$ cat src/rtl/tach_rd_pkg.sv
package tach_rd_pkg;
    parameter int NUM_CH = 4;
    parameter int BYTE_W = 8;
    parameter int ADDR_W = 8;
    parameter logic [ADDR_W-1:0] WIN_BASE = 8'h28;

    localparam int TACH_W = 2 * BYTE_W;
    localparam int CH_W   = (NUM_CH > 1) ? $clog2(NUM_CH) : 1;
    localparam int WIN_SZ = 2 * NUM_CH;

    typedef logic [CH_W-1:0]   ch_idx_t;
    typedef logic [BYTE_W-1:0] byte_t;

    typedef enum logic [1:0] {
        ACC_NONE = 2'd0,
        ACC_LOW  = 2'd1,
        ACC_HIGH = 2'd2
    } acc_kind_e;

    typedef struct packed {
        acc_kind_e kind;
        ch_idx_t   ch;
    } rd_req_t;

    function automatic rd_req_t decode_rd(input logic en, input logic [ADDR_W-1:0] addr);
        rd_req_t r;
        logic [ADDR_W-1:0] ofs;
        ofs    = addr - WIN_BASE;
        r.kind = ACC_NONE;
        r.ch   = '0;
        if (en && (addr >= WIN_BASE) && (ofs < ADDR_W'(WIN_SZ))) begin
            r.kind = ofs[0] ? ACC_HIGH : ACC_LOW;
            r.ch   = ofs[CH_W:1];
        end
        return r;
    endfunction
endpackage

$ cat src/rtl/tach_req_decode.sv
module tach_req_decode
    import tach_rd_pkg::*;
(
    input  logic              rd_en,
    input  logic [ADDR_W-1:0] rd_addr,
    output rd_req_t           req,
    output logic [NUM_CH-1:0] cap_vec,
    output logic [NUM_CH-1:0] rel_vec
);
    always_comb begin
        req = decode_rd(rd_en, rd_addr);
    end

    for (genvar g = 0; g < NUM_CH; g++) begin : g_sel
        assign cap_vec[g] = (req.kind == ACC_LOW)  && (req.ch == ch_idx_t'(g));
        assign rel_vec[g] = (req.kind == ACC_HIGH) && (req.ch == ch_idx_t'(g));
    end
endmodule

$ cat src/rtl/tach_hold_lane.sv
module tach_hold_lane
    import tach_rd_pkg::*;
(
    input  logic  clk,
    input  logic  rst,
    input  logic  cap,
    input  logic  rel,
    input  byte_t live_hi,
    output byte_t hi_view
);
    logic  held_q;
    byte_t park_q;

    always_ff @(posedge clk) begin
        if (rst) begin
            held_q <= 1'b0;
            park_q <= '0;
        end else if (cap) begin
            held_q <= 1'b1;
            park_q <= live_hi;
        end else if (rel) begin
            held_q <= 1'b0;
        end
    end

    assign hi_view = held_q ? park_q : live_hi;
endmodule

$ cat src/rtl/tach_split_reader.sv
module tach_split_reader
    import tach_rd_pkg::*;
(
    input  logic                     clk,
    input  logic                     rst,
    input  logic                     rd_en,
    input  logic [ADDR_W-1:0]        rd_addr,
    input  logic [NUM_CH*TACH_W-1:0] tach_live,
    output logic [BYTE_W-1:0]        rd_data
);
    rd_req_t           req;
    logic [NUM_CH-1:0] cap_vec;
    logic [NUM_CH-1:0] rel_vec;
    byte_t             lo_live [NUM_CH];
    byte_t             hi_view [NUM_CH];
    byte_t             next_byte;

    tach_req_decode u_dec (
        .rd_en   (rd_en),
        .rd_addr (rd_addr),
        .req     (req),
        .cap_vec (cap_vec),
        .rel_vec (rel_vec)
    );

    for (genvar g = 0; g < NUM_CH; g++) begin : g_lane
        assign lo_live[g] = tach_live[g*TACH_W +: BYTE_W];

        tach_hold_lane u_lane (
            .clk     (clk),
            .rst     (rst),
            .cap     (cap_vec[g]),
            .rel     (rel_vec[g]),
            .live_hi (tach_live[g*TACH_W+BYTE_W +: BYTE_W]),
            .hi_view (hi_view[g])
        );
    end

    always_comb begin
        unique case (req.kind)
            ACC_LOW:  next_byte = lo_live[req.ch];
            ACC_HIGH: next_byte = hi_view[req.ch];
            default:  next_byte = '0;
        endcase
    end

    always_ff @(posedge clk) begin
        if (rst) begin
            rd_data <= '0;
        end else if (rd_en) begin
            rd_data <= next_byte;
        end
    end
endmodule

$ cat config.mk
export PLATFORM = sky130hd
export DESIGN_NAME = tach_split_reader
export DESIGN_NICKNAME = d
export VERILOG_FILES = /design/src/rtl/tach_rd_pkg.sv /design/src/rtl/tach_req_decode.sv /design/src/rtl/tach_hold_lane.sv /design/src/rtl/tach_split_reader.sv
export SDC_FILE = /design/constraint.sdc
export NUM_CORES = 1
export LEC_CHECK = 0
export BUFFER_PORTS_ARGS = -buffer_cell sky130_fd_sc_hd__buf_4
export CAP_MARGIN = 15
export CORE_AREA = 2 2 76 92
export DETAILED_ROUTE_END_ITERATION = 6
export DIE_AREA = 0 0 78 94
export GPL_ROUTABILITY_DRIVEN = 0
export PLACE_DENSITY = 0.64
export REMOVE_ABC_BUFFERS = 1
export SETUP_SLACK_MARGIN = 0.05
export SYNTH_ARGS = -nofsm -noshare
export SYNTH_HDL_FRONTEND = slang
export SYNTH_SLANG_ARGS = --single-unit
$ cat constraint.sdc
create_clock -name clk -period 4.06 [get_ports clk]
set_input_delay 0.406 -clock clk [delete_from_list [all_inputs] [get_ports clk]]
set_output_delay 0.406 -clock clk [all_outputs]
set_load 0.1 [all_outputs]
==> results.cfg <==
[floorplan]
rows = 32
die_y_um = 94
start_util = 0.3902
io_pins = 83
coreArea_mm2 = 0.006406
die_w_um = 78
die_area_mm2 = 0.007332

[timing]
hold_viol = 0
setup_tns_ns = 0
layout_setup_ws_ns = 1.864
layout_min_cycle_time_ns = 2.196
clock_skew_ns = 0.008675
tightest_slew_ns = 0.8089
setup_violations = 0
rsz0062_at_grt = false
period_share = 0.5408
worst_hold_slack_ns = 0.3418
final_max_slew_viol_count = 0
slew_headroom = 0.4607
max_freq_mhz = 455.4

[global_routing]
grt_pass1_vias = 2176
grt_pass1_wl_um = 10440
track_usage = 0.1803
grt_max_degree = 41
antenna_found_initial = 0
overflow = 0

[layout]
design_area_mm2 = 0.003286
n_antenna_cell = 0
layout-drive-gt1-share = 0.3333
nets = 399
nFillCells = 647
syn2layout_area_growth_pct = 31.43

[clock_tree]
cts-buffers-inserted = 5
clk_pin_slew_worst_paths_ns = 0.09
cts_tree = yes
cts_max_path_buffers = 2
cts_root_buffer = clkbuf_8
holdBufCountCts = 0
ctsResizeCount = 0
cts_sinks = 44
clk_latency_ns = 0.30
htree_num_levels = 2
cts_setup_buffers = 0

[logic_synthesis]
synth_area_mm2 = 0.002500
synth_cell_types = 32
synthCells = 250
synth_area_per_cell_um2 = 10.00
yosysWarnings = 0
ys_ff_latch = 44
yosysSeqAreaShare = 0.3524

[status]
status = completed

[placed_design]
dpl_worst_slack_ns = 1.553
io_buffer_count = 82
dpl.hpwl_um = 4772
placed_area_mm2 = 0.003174

[drt]
antenna_left = 0
detail_route.wl_per_cell_um = 15.64
drc = 0
via_count = 2113
wl_um = 6397
first_pass_iters = 4
via_per_inst = 5.166
drtIter0Drc = 113

[setup_path]
path_max_fanout = 8
reg2reg_depth = 4
crit_path_end_kind = register
critPathArrivalTime_ns = 2.38
cp.required_ns = 4.24
start_kind = input pin
path_class = input pin to register
rr_startpoint = g_lane[3].u_lane.held_q
r2r-end = rd_data[1]
rrSetupSlack_ns = 2.52

[power]
ir_worst_vdd_mv = 0.1744
power_density_mw_per_mm2 = 286.9
p_leak_nw = 1.225
fin_total_pwr_mw = 0.9428

[worst_hold_path]
holdPathEnd = g_lane[3].u_lane.park_q[4]
holdPathStages = 3
min_from = tach_live[60]
hp-class = input pin to register

[job]
drv_cap = 0
critical path, stage by stage:
cell	delay (ns)
buf_4	0.09
inv_1	0.03
ha_1	0.19
or3b_1	0.54
a2111oi_4	0.77
mux2i_1	0.29
nor2_1	0.05
cell type report:
cell class | instances | area [um2] | area share
multi-input combinational | 181 | 1530 | 0.4657
sequential | 44 | 880.8 | 0.2681
tap | 85 | 106.4 | 0.03237
timing repair buffer | 84 | 630.6 | 0.1919
inverter | 7 | 26.28 | 0.007997
clock buffer | 5 | 68.82 | 0.02094
clock inverter | 3 | 42.54 | 0.01295
cell usage in the layout (no fill, tap or decap), drive strengths merged:
cell type  synthesis  layout
a2bb2oi            2       2
o2111ai            1       1
mux4               8       8
dfxtp             44      44
a21oi              8       8
clkbuf            11       5
inv                7       7
a22oi              1       1
bufinv             0       1
ha                 1       1
a221oi             1       1
nand2              7       7
a2111oi            4       4
o31ai              4       4
a211oi             3       3
nand4b             1       1
a31oi              2       2
a21o               2       2
nor2              41      41
or2                1       1
mux2i             74      74
clkinvlp           0       1
or3b               1       1
nand2b             3       3
o22ai              4       4
nand3b             1       1
a32oi              1       1
nor2b              2       2
a311oi             2       2
mux2               3       3
buf                7      84
o21ai              3       3
clkinv             0       1
routing by layer:
layer	share of wire	global-route usage	vias up
met1	0.45	0.2258	996
met2	0.49	0.3125	55
met4	0.0083	0.04678	0
met3	0.047	0.04038	7
li1	-	-	1055
met5	0	0	-
power by group:
group	switching [mW]	total, mW	internal (mW)	leakage [nW]
clock	0.162	0.344	0.182	0.0541
sequential	0.00209	0.436	0.433	0.355
combinational	0.0780	0.163	0.0849	0.816
total	0.242	0.943	0.701	1.23
how the worst max path moves through the flow:
stage	startpoint	endpoint	cells past startpoint
final	rd_addr[3]	g_lane[0].u_lane.park_q[2]	7
after global routing	rd_addr[3]	g_lane[1].u_lane.park_q[4]	7
after CTS	rd_addr[3]	g_lane[1].u_lane.park_q[3]	7
after detailed placement	rd_addr[3]	g_lane[1].u_lane.park_q[3]	7
after global placement	rd_addr[3]	g_lane[1].u_lane.park_q[0]	7
after floorplan	rd_addr[3]	g_lane[2].u_lane.park_q[0]	6
cell usage after synthesis:
master      n  area share
inv_1       7       0.011
o21ai_0     3      0.0060
o22ai_1     4       0.010
a211oi_1    3      0.0090
a21o_1      2      0.0060
nor2_1     41       0.062
a31oi_1     2      0.0050
a311oi_1    2      0.0070
or3b_1      1      0.0035
nand2b_1    3      0.0075
mux4_2      8       0.072
a21oi_1     8       0.016
a221oi_1    1      0.0035
nand3b_1    1      0.0030
nor2b_1     2      0.0050
dfxtp_1    44        0.35
o31ai_1     4       0.012
a2111oi_4   2       0.022
clkbuf_1   11       0.017
mux2_2      3       0.014
a2bb2oi_1   2      0.0070
ha_1        1      0.0050
buf_1       1      0.0015
a22oi_1     1      0.0030
a32oi_1     1      0.0035
mux2i_1    74        0.30
o2111ai_1   1      0.0035
or2_1       1      0.0025
nand2_1     7       0.011
a2111oi_0   2      0.0070
nand4b_2    1      0.0060
buf_2       6       0.012
registers in the layout, summed over array words and instances (netlist names):
name	cells
g_lane.u_lane.held_q	4
g_lane.u_lane.park_q	32
rd_data	8
logic make-up after synthesis:
| group | after synthesis | synth area share |
|---|---|---|
| AOI/OAI and AO/OA | 38 | 0.1206 |
| adders and majority gates | 1 | 0.005004 |
| buffers and inverters | 25 | 0.04054 |
| DFF | 44 | 0.3524 |
| muxes | 85 | 0.3819 |
| and+or+nand+nor | 57 | 0.09960 |
metrics by stage:
stage | util | std cells
3_3_place_gp | 0.4955 | 401
2_1_floorplan | - | 232
6_report | 0.5129 | 409
4_1_cts | 0.5129 | 409
5_1_grt | 0.5129 | 409
3_5_place_dp | 0.4955 | 401
No activity file was read; power rests on OpenSTA's default activity.
